===== config.mk =====
export PLATFORM = sky130hd
export DESIGN_NAME = irq_ack_trace
export DESIGN_NICKNAME = d
export VERILOG_FILES = /design/src/rtl/irq_ack_trace_pkg.sv /design/src/rtl/iat_sync.sv /design/src/rtl/iat_irq_gate.sv /design/src/rtl/iat_capture.sv /design/src/rtl/iat_busport.sv /design/src/rtl/irq_ack_trace.sv
export SDC_FILE = /design/constraint.sdc
export NUM_CORES = 1
export LEC_CHECK = 0
export BUFFER_PORTS_ARGS = -buffer_cell sky130_fd_sc_hd__buf_2
export CAP_MARGIN = 40
export CORE_MARGIN = 2
export CORE_UTILIZATION = 44
export DETAILED_ROUTE_END_ITERATION = 16
export GPL_TIMING_DRIVEN = 0
export HOLD_SLACK_MARGIN = 0.05
export PLACE_DENSITY = 0.87
export SLEW_MARGIN = 20
export SYNTH_ARGS = -nofsm -noshare
export SYNTH_HDL_FRONTEND = slang
export SYNTH_SLANG_ARGS = --single-unit

===== constraint.sdc =====
create_clock -name clk -period 1.5 [get_ports clk]
set_clock_uncertainty 0.05 [all_clocks]
set_input_delay 0.075 -clock clk [delete_from_list [all_inputs] [get_ports clk]]
set_output_delay 0.075 -clock clk [all_outputs]
set_load 0.05 [all_outputs]

===== src/rtl/irq_ack_trace_pkg.sv =====
package irq_ack_trace_pkg;
  localparam int BYTE_W = 8;

  function automatic int bytes_for(input int bits);
    return (bits + BYTE_W - 1) / BYTE_W;
  endfunction
endpackage


===== src/rtl/iat_sync.sv =====
module iat_sync #(
  parameter int STAGES = 2
) (
  input  logic clk,
  input  logic rst,
  input  logic d,
  output logic q
);
  logic [STAGES-1:0] chain;

  generate
    if (STAGES == 1) begin : g_one
      always_ff @(posedge clk) begin
        if (rst) chain <= '0;
        else     chain <= d;
      end
    end else begin : g_many
      always_ff @(posedge clk) begin
        if (rst) chain <= '0;
        else     chain <= {chain[STAGES-2:0], d};
      end
    end
  endgenerate

  assign q = chain[STAGES-1];
endmodule


===== src/rtl/iat_irq_gate.sv =====
module iat_irq_gate #(
  parameter int SYNC_STAGES = 2
) (
  input  logic clk,
  input  logic rst,
  input  logic req_in,
  input  logic mask_async,
  output logic mask_sync,
  output logic req_out
);
  iat_sync #(.STAGES(SYNC_STAGES)) u_sync (
    .clk (clk),
    .rst (rst),
    .d   (mask_async),
    .q   (mask_sync)
  );

  always_ff @(posedge clk) begin
    if (rst) req_out <= 1'b0;
    else     req_out <= req_in & ~mask_sync;
  end
endmodule


===== src/rtl/iat_capture.sv =====
module iat_capture #(
  parameter int PC_W = 20
) (
  input  logic            clk,
  input  logic            rst,
  input  logic            ack,
  input  logic [PC_W-1:0] pc,
  output logic [PC_W-1:0] value
);
  always_ff @(posedge clk) begin
    if (rst)      value <= '0;
    else if (ack) value <= pc;
  end
endmodule


===== src/rtl/iat_busport.sv =====
module iat_busport
  import irq_ack_trace_pkg::*;
#(
  parameter int                ADDR_W   = 16,
  parameter int                PC_W     = 20,
  parameter logic [ADDR_W-1:0] CAP_BASE = 16'h0F00,
  parameter logic [ADDR_W-1:0] LED_ADDR = 16'h0F10
) (
  input  logic              clk,
  input  logic              rst,
  input  logic [ADDR_W-1:0] addr,
  input  logic [BYTE_W-1:0] wdata,
  input  logic              wr,
  input  logic              rd,
  input  logic [PC_W-1:0]   cap,
  output logic [BYTE_W-1:0] rdata,
  output logic              rd_hit,
  output logic              led
);
  localparam int NB  = bytes_for(PC_W);
  localparam int PAD = NB * BYTE_W;

  logic [ADDR_W-1:0] offset;
  logic              in_win;
  logic [PAD-1:0]    padded;
  logic [BYTE_W-1:0] sel_byte;

  assign offset = addr - CAP_BASE;
  assign in_win = offset < ADDR_W'(NB);

  always_comb begin
    padded = '0;
    padded[PC_W-1:0] = cap;
  end

  always_comb begin
    sel_byte = '0;
    for (int i = 0; i < NB; i++) begin
      if (offset == ADDR_W'(i)) sel_byte = padded[i*BYTE_W +: BYTE_W];
    end
  end

  always_ff @(posedge clk) begin
    if (rst) begin
      rdata  <= '0;
      rd_hit <= 1'b0;
    end else if (rd && in_win) begin
      rdata  <= sel_byte;
      rd_hit <= 1'b1;
    end else begin
      rdata  <= '0;
      rd_hit <= 1'b0;
    end
  end

  always_ff @(posedge clk) begin
    if (rst)                       led <= 1'b0;
    else if (wr && addr == LED_ADDR) led <= wdata[0];
  end
endmodule


===== src/rtl/irq_ack_trace.sv =====
module irq_ack_trace #(
  parameter int                ADDR_W      = 16,
  parameter int                PC_W        = 20,
  parameter int                SYNC_STAGES = 2,
  parameter logic [ADDR_W-1:0] CAP_BASE    = 16'h0F00,
  parameter logic [ADDR_W-1:0] LED_ADDR    = 16'h0F10
) (
  input  logic              clk,
  input  logic              rst,
  input  logic [ADDR_W-1:0] bus_addr,
  input  logic [7:0]        bus_wdata,
  input  logic              bus_wr,
  input  logic              bus_rd,
  output logic [7:0]        bus_rdata,
  output logic              bus_rd_hit,
  input  logic [PC_W-1:0]   cpu_pc,
  input  logic              cpu_iack,
  input  logic              irq_req,
  input  logic              irq_mask_sw,
  output logic              cpu_irq,
  output logic              dbg_led
);
  logic [PC_W-1:0] cap_q;
  logic            mask_s;

  iat_irq_gate #(.SYNC_STAGES(SYNC_STAGES)) u_gate (
    .clk        (clk),
    .rst        (rst),
    .req_in     (irq_req),
    .mask_async (irq_mask_sw),
    .mask_sync  (mask_s),
    .req_out    (cpu_irq)
  );

  iat_capture #(.PC_W(PC_W)) u_cap (
    .clk   (clk),
    .rst   (rst),
    .ack   (cpu_iack),
    .pc    (cpu_pc),
    .value (cap_q)
  );

  iat_busport #(
    .ADDR_W   (ADDR_W),
    .PC_W     (PC_W),
    .CAP_BASE (CAP_BASE),
    .LED_ADDR (LED_ADDR)
  ) u_bus (
    .clk    (clk),
    .rst    (rst),
    .addr   (bus_addr),
    .wdata  (bus_wdata),
    .wr     (bus_wr),
    .rd     (bus_rd),
    .cap    (cap_q),
    .rdata  (bus_rdata),
    .rd_hit (bus_rd_hit),
    .led    (dbg_led)
  );
endmodule


Word-level counts from Yosys, hierarchy flattened --
Index checks and enable logic that the tools add are counted.
Word-level totals: flip-flop bits (word level) 33, bits of input ports 51, output and inout bits 11
Operators by class: $add $sub $neg 1, $lt $le $gt $ge 1, equality and inequality tests 3, muxes and demuxes 4, bitwise operators 3, reduce and logical (&&, ||, !) cells 5
Operators by type and width (count):
- $eq A16 B1 Y1 const B | 1
- $eq A16 B12 Y1 const B | 1
- $eq A16 B2 Y1 const B | 1
- $logic_not A16 Y1 | 1
- $lt A16 B2 Y1 const B | 1
- $mux W8 | 2
- $sub A16 B12 Y16 const B | 1
- $mux W4 | 1
- $reduce_or A3 Y1 | 1
- $logic_and A1 B1 Y1 | 2
- $not A1 Y1 | 2
- $reduce_or A2 Y1 | 1
- $and A1 B1 Y1 | 1
- $mux W1 | 1

Longest topological paths before layout --
Gate-level depths: netlist of run 1.
word-level depth 5, gate-level depth with buffers 5, depth with buffers taken out 4

Cells and area by module --
From an unflattened synthesis of run 1, not the netlist that was laid out.
Unflattened totals: cells, all modules 122, area total of the unflattened synthesis 1282.5 µm²
By module, submodules not included:
- iat_capture | instances 1, cells each 64, area an instance 705.7 µm², sequential area each 400.4 µm²
- iat_busport | instances 1, cells each 52, area an instance 491.7 µm², sequential area each 200.2 µm²
- iat_sync | instances 1, cells each 4, area an instance 52.6 µm², sequential area each 40.0 µm²
- iat_irq_gate | instances 1, cells each 2, area an instance 32.5 µm², sequential area each 20.0 µm²

Worst setup path after synthesis of run 1 --
No wires, ideal clock.
path type input to register, start in bus_addr[13], end reg u_bus.rdata[4], setup time 0.064 ns, arrival time 0.978 ns, required time 1.386 ns, slack 0.408 ns, stages 4, buffers on the path 0, cell sequence nor4_2 -> nand4_1 -> or3_4 -> nor2_1
On the way: longest elaborated chain between the ends 5, elaborated cells on any way between the ends 10
Ends and longest elaborated chain:
- from (decl) | line irq_ack_trace.sv:10 | input logic [ADDR_W-1:0] bus_addr,
- $sub A16 B12 Y16 * | line iat_busport.sv:28 | assign offset = addr - CAP_BASE;
- $lt A16 B2 Y1 | line iat_busport.sv:29 | assign in_win = offset < ADDR_W'(NB);
- $logic_and A1 B1 Y1 | line iat_busport.sv:47 | end else if (rd && in_win) begin
- $not A1 Y1 (no source line)
- $reduce_or A3 Y1 (no source line)
- to (signal assigned) | line iat_busport.sv:48 | rdata <= sel_byte;
- to (decl) | line iat_busport.sv:16 | output logic [BYTE_W-1:0] rdata,
Every way passes the cells marked *; elsewhere a longest branch is shown, timed or not. A chain may end at the register's enable or synchronous reset.

Final worst setup path of run 1 --
start in bus_addr[1], end reg u_bus.rd_hit
On the way: longest elaborated chain between the ends 4
Ends and longest elaborated chain:
- $sub A16 B12 Y16 | line iat_busport.sv:28
- $lt A16 B2 Y1 | line iat_busport.sv:29
- $logic_and A1 B1 Y1 | line iat_busport.sv:47
- $mux W1 | line iat_busport.sv:47
- to (signal assigned) | line iat_busport.sv:46 | rd_hit <= 1'b0;
- to (signal assigned) | line iat_busport.sv:49 | rd_hit <= 1'b1;
- to (signal assigned) | line iat_busport.sv:52 | rd_hit <= 1'b0;
- to (decl) | line iat_busport.sv:17 | output logic rd_hit,
Every way passes these cells.

==> results of run 1 <==
power by group:
part | internal [mW] | leakage, nW | switching (mW)
logic | 0.138 | 0.599 | 0.0996
clock network | 0.398 | 0.0455 | 0.292
registers | 0.912 | 0.271 | 0.0205
flip-flops by register name, summed over array words and instances (netlist names):
signal	count
u_gate.req_out	1
u_bus.led	1
u_bus.rdata	8
u_gate.u_sync.chain	2
u_bus.rd_hit	1
u_cap.value	20
cell type report:
cell class                      instances  area share
Tap cell                               31     0.02039
Timing Repair Buffer                   78      0.2737
Buffer                                  6     0.01382
Clock buffer                            7     0.02895
Multi-Input combinational cell         82      0.3000
Clock inverter                          1     0.01579
Sequential cell                        33      0.3474
what timing repair did:
action | CTS | global route
gates resized for setup | 0 | 0
setup buffers | 0 | 0
hold buffers | 26 | 0
endpoints found under the hold margin | 24 | 0
worst max-delay path, cell delays in order:
cell and delay, ns:
dlygate4sd3_1 0.54, buf_2 0.17, a211oi_1 0.18, dlygate4sd3_1 0.56
final timing paths:
| check | startpoint | to | slack [ns] | cells after the start |
|---|---|---|---|---|
| max | bus_addr[1] | u_bus.rd_hit$_SDFF_PP0_ | 0.21 | 4 |
| min | bus_wr | u_bus.led$_SDFFE_PP0P_ | 0.07 | 4 |
| max reg2reg | u_cap.value[9]$_SDFFE_PP0P_ | u_bus.rdata[1]$_SDFF_PP0_ | 0.57 | 3 |
| min reg2reg | u_gate.u_sync.chain[1]$_SDFF_PP0_ | u_gate.req_out$_SDFF_PP0_ | 0.34 | 1 |
cells in the mapped netlist, types with 2 or more instances:
master	count	area (um2)
o22ai_1	4	25.02
clkbuf_1	3	11.26
nor2b_1	2	12.51
mux2i_1	29	290.3
nor2_1	25	93.84
nand2b_1	3	18.77
buf_2	3	15.01
nor3_1	5	25.02
and2_1	4	25.02
dfxtp_1	33	660.6
nor3b_1	2	15.01
metrics by stage:
step	setup WS, ns	power [mW]	hold slack (ns)	instances
6_report	0.2067	1.860	0.07485	238
5_1_grt	0.1448	1.945	0.08655	238
4_1_cts	0.2085	1.859	0.05608	238
3_5_place_dp	0.1836	1.136	0.2382	204
3_3_place_gp	0.2162	1.123	0.2450	204
2_1_floorplan	0.4084	1.050	0.1201	121
cell families (layout without fill, tap and decap cells):
family	after synthesis	after routing	share of synthesized area
simple gates	48	48	0.1970
mux	29	29	0.2308
compound gates	5	5	0.02587
buf+inv	6	92	0.02089
flops	33	33	0.5254
metal layers:
metal  GRT usage  vias up  part of all wire
met1      0.2300      532              0.41
li1            -      587                 -
met4     0.09302        0             0.015
met2      0.3425       32              0.52
met5           0        -                 0
met3     0.08390        5             0.054
==> flow_summary.yaml, run 1 <==
outcome:
  outcome: "completed"
floorplanning:
  die_h_um: 57.46
  rows: 19
  die_w_um: 57.46
  initial_core_util: 0.4600
  core-area_mm2: 0.002734
  ioPinCount: 62
  die_area_mm2: 0.003302
route:
  drc_errors: 0
  vias: 1156
  ant_nets: 0
  drt_iter0_drc: 28
  dr.pass1.iters: 4
  viasPerCell: 4.857
  post_drt_wl_per_cell_um: 13.19
  wirelength_um: 3140
yosys:
  yosysWarnings: 0
  ys_ff_latch: 33
  synth_fp_nets: 172
  synth_area_mm2: 0.001257
  synth_flop_cell: "dfxtp_1"
  synth_edf_count: 0
  synth_seq_area_share: 0.5254
  syn_inst: 121
  avgSynthCellArea_um2: 10.39
  async_reset_ff_frac: 0
  synth_cell_types: 19
placement:
  post_dp_cell_area_mm2: 0.001556
  io_buffers: 52
  place_congestion: 0.7704
  hpwl_um: 2162
layout:
  final_area_mm2: 0.001902
  ff_latch_area_um2: 660.6
  n_antenna_cell: 0
  multi_input_area_um2: 570.5
  fill_cells: 202
  final_common_cell: "buf_2"
  drive_gt1_frac: 0.3092
  layout_common_cells: "buf_2 (55), dfxtp_1 (33), mux2i_1 (29), dlygate4sd3_1 (26), nor2_1 (25)"
  finalNetCount: 257
  final_core_util: 0.6957
  area_growth_pct: 51.24
clocking:
  cts_tree: "done"
  clock_latency_ns: 0.34
  clk_path_buf_depth: 2
  cts-root-buf: "clkbuf_4"
  path_clk_slew_ns: 0.09
  h-tree-depth: 2
  cts.sinks: 33
  numCtsBuffers: 5
power:
  leakagePower_nw: 0.9155
  ir_worst_vdd_mv: 0.9888
  power_density_mw_per_mm2: 977.9
setup_path:
  cp_max_fo: 8
  critPathLaunchType: "primary input"
  cp.required_ns: 1.73
  cp.arrival_ns: 1.52
  path_class: "primary input to flop"
  worst_setup_path_end_kind: "flop"
timing:
  setup_tns_ns: 0
  fin_crit_sh: 0.8622
  hold_violations: 0
  slew_violations: 0
  tightest_slew_ns: 0.4067
  rsz0062_at_grt: "no"
  period_minus_slack_ns: 1.293
  fmax_mhz: 773.2
  setup_violations: 0
  slew_headroom: 0.7288
global_route:
  grt_pass1_wl_um: 5016
  antenna_found_initial: 0
  grt_max_degree: 11
  grt_pass1_vias: 1122
  grt_use_total: 0.2060
  grt_overflow: 0
min_path:
  hold_class: "primary input to flop"
flow_run:
  maxCapViolCount: 0
Note: power is estimated with default switching activity, not from simulation.
==> run 2: changes to the inputs <==
- GPL_TIMING_DRIVEN: 0 -> 1
==> run 2 against run 1 <==
Effect of this change: combinational power barely moved; global-route usage rose by 1.5 points; fmax fell by 2.7%; cell count fell by 1.7%; power barely moved; non-clock buffer count fell by 4; critical path depth did not move; utilization fell by 0.69 points; sequential power barely moved; final area fell by 0.99%; count of clock-buffer cells in the layout did not move; hold slack improved by 0.043 ns; critical path type unchanged; largest power group unchanged.
==> flow_summary.yaml, run 2 (synthesized netlist as in run 1, its figures left out) <==
outcome:
  outcome: "completed"
route:
  viasPerCell: 5.111
  dr.pass1.iters: 4
  vias: 1196
  wirelength_um: 3347
  ant_nets: 0
  post_drt_wl_per_cell_um: 14.30
  drt_iter0_drc: 24
  drc_errors: 0
layout:
  final_common_cell: "buf_2"
  area_growth_pct: 49.75
  drive_gt1_frac: 0.3153
  n_antenna_cell: 0
  regMostFlops: "u_cap.value"
  layout_common_cells: "buf_2 (54), dfxtp_1 (33), mux2i_1 (29), nor2_1 (25), dlygate4sd3_1 (25)"
  largest_reg_flops: 20
  final_core_util: 0.6888
  final_cells: 234
  finalNetCount: 253
  reg.largest.list: "u_cap.value (20), u_bus.rdata (8), u_gate.u_sync.chain (2)"
floorplanning:
  core-area_mm2: 0.002734
  ioPinCount: 62
  die_area_mm2: 0.003302
  die_w_um: 57.46
  rows: 19
  initial_core_util: 0.4600
  die_h_um: 57.46
setup_path:
  worst_setup_path_end_kind: "flop"
  cp.required_ns: 1.73
  cpLargestDelayFamily: "buffers and inverters"
  path_class: "primary input to flop"
  worst_path_largest_cell_delay_ns: 0.58
  critPathLaunchType: "primary input"
  reg2reg_depth: 3
  cp_max_fo: 8
  worstReg2RegStart: "u_cap.value[16]$_SDFFE_PP0P_"
  cp_num_buf_inv: 3
  regToRegSetupSlack_ns: 0.45
  cp.arrival_ns: 1.56
  critPathMostFrequentCell: "dlygate4sd3_1"
  rr_endpoint: "u_bus.rdata[0]$_SDFF_PP0_"
  crit_chain: "dlygate4sd3_1 -> buf_2 -> a211oi_1 -> dlygate4sd3_1"
  crit_slowest_cell: "dlygate4sd3_1"
placement:
  place_congestion: 0.7548
  placed_cells: 201
  io_buffers: 54
  hpwl_um: 2113
timing:
  fin_crit_sh: 0.8862
  setup_violations: 0
  fmax_mhz: 752.2
  hold_violations: 0
  setup_tns_ns: 0
  rsz0062_at_grt: "no"
  hold_ws_ns: 0.1180
  period_minus_slack_ns: 1.329
  slew_headroom: 0.6069
  tightest_slew_ns: 0.5897
  slew_violations: 0
clocking:
  numCtsBuffers: 5
  cts_tree: "done"
  clk_path_buf_depth: 2
  post-cts-setup-buffers: 0
  clock_latency_ns: 0.33
  cts-root-buf: "clkbuf_4"
  h-tree-depth: 2
  cts.sinks: 33
  path_clk_slew_ns: 0.09
min_path:
  holdPathStages: 4
  hold_path.startpoint: "bus_wr"
  hold_class: "primary input to flop"
  whs_endpoint: "u_bus.led$_SDFFE_PP0P_"
global_route:
  antenna_found_initial: 0
  grt_use_total: 0.2209
  grt_pass1_vias: 1216
  grt_overflow: 0
  grt_max_degree: 26
  grt_pass1_wl_um: 5361
power:
  ir_worst_vdd_mv: 0.9131
  leakagePower_nw: 0.9072
  power_density_mw_per_mm2: 988.3
flow_run:
  maxCapViolCount: 0
run 2: cell count changes in the layout (fill, tap and decap cells not counted):
cell / before / now
buf_4: 0 / 1
dlygate4sd3_1: 26 / 25
buf_2: 55 / 54
clkbuf_1: 4 / 1
run 2: report_power, final:
group / total, mW / internal [mW] / switching (mW)
registers: 0.931 / 0.912 / 0.0198
clock network: 0.689 / 0.398 / 0.291
logic: 0.241 / 0.136 / 0.105
total: 1.86 / 1.45 / 0.415
run 2: metal layers:
metal,wire [um],part of all wire,vias to the layer above,GRT usage
met4,131,0.039,0,0.1296
li1,-,-,580,-
met5,0,0,-,0
met2,1711,0.51,48,0.3831
met3,184,0.055,16,0.08163
met1,1319,0.39,552,0.2249
run 2: how the worst max path moves through the flow:
stage,startpoint,endpoint,slack [ns],cells past startpoint
floorplan,bus_addr[13],u_bus.rdata[4]$_SDFF_PP0_,0.41,4
global placement,bus_addr[13],u_bus.rdata[5]$_SDFF_PP0_,0.22,5
detailed placement,bus_addr[12],u_bus.rdata[5]$_SDFF_PP0_,0.17,5
CTS,bus_addr[1],u_bus.rd_hit$_SDFF_PP0_,0.19,4
global route,bus_addr[1],u_bus.rd_hit$_SDFF_PP0_,0.16,4
finish,bus_addr[1],u_bus.rd_hit$_SDFF_PP0_,0.17,4
run 2: through the flow:
stage / setup WS, ns / area [um2] / total power [mW]
floorplan: 0.4084 / 1257 / 1.050
global placement: 0.2198 / 1548 / 1.122
detailed placement: 0.1722 / 1548 / 1.135
CTS: 0.1873 / 1883 / 1.858
global route: 0.1617 / 1883 / 1.943
finish: 0.1707 / 1883 / 1.861
run 2: final cells by class:
type                       instances  area, um2
tap                               31      38.79
multi-input combinational         82      570.5
clock inverter                     1      30.03
clock buffer                       7      55.05
timing repair buffer              80      528.0
sequential                        33      660.6
fill                             188      850.8
run 2: worst register-to-register path, cell delays in order (launching register included):
cell and delay, ns:
dfxtp_1 0.33, nor3_1 0.24, o22ai_1 0.15, and2_1 0.17
run 2: what timing repair did:
action	CTS	global route
endpoints found under the hold margin	24	0
resized for setup	0	0
hold buffers	25	0
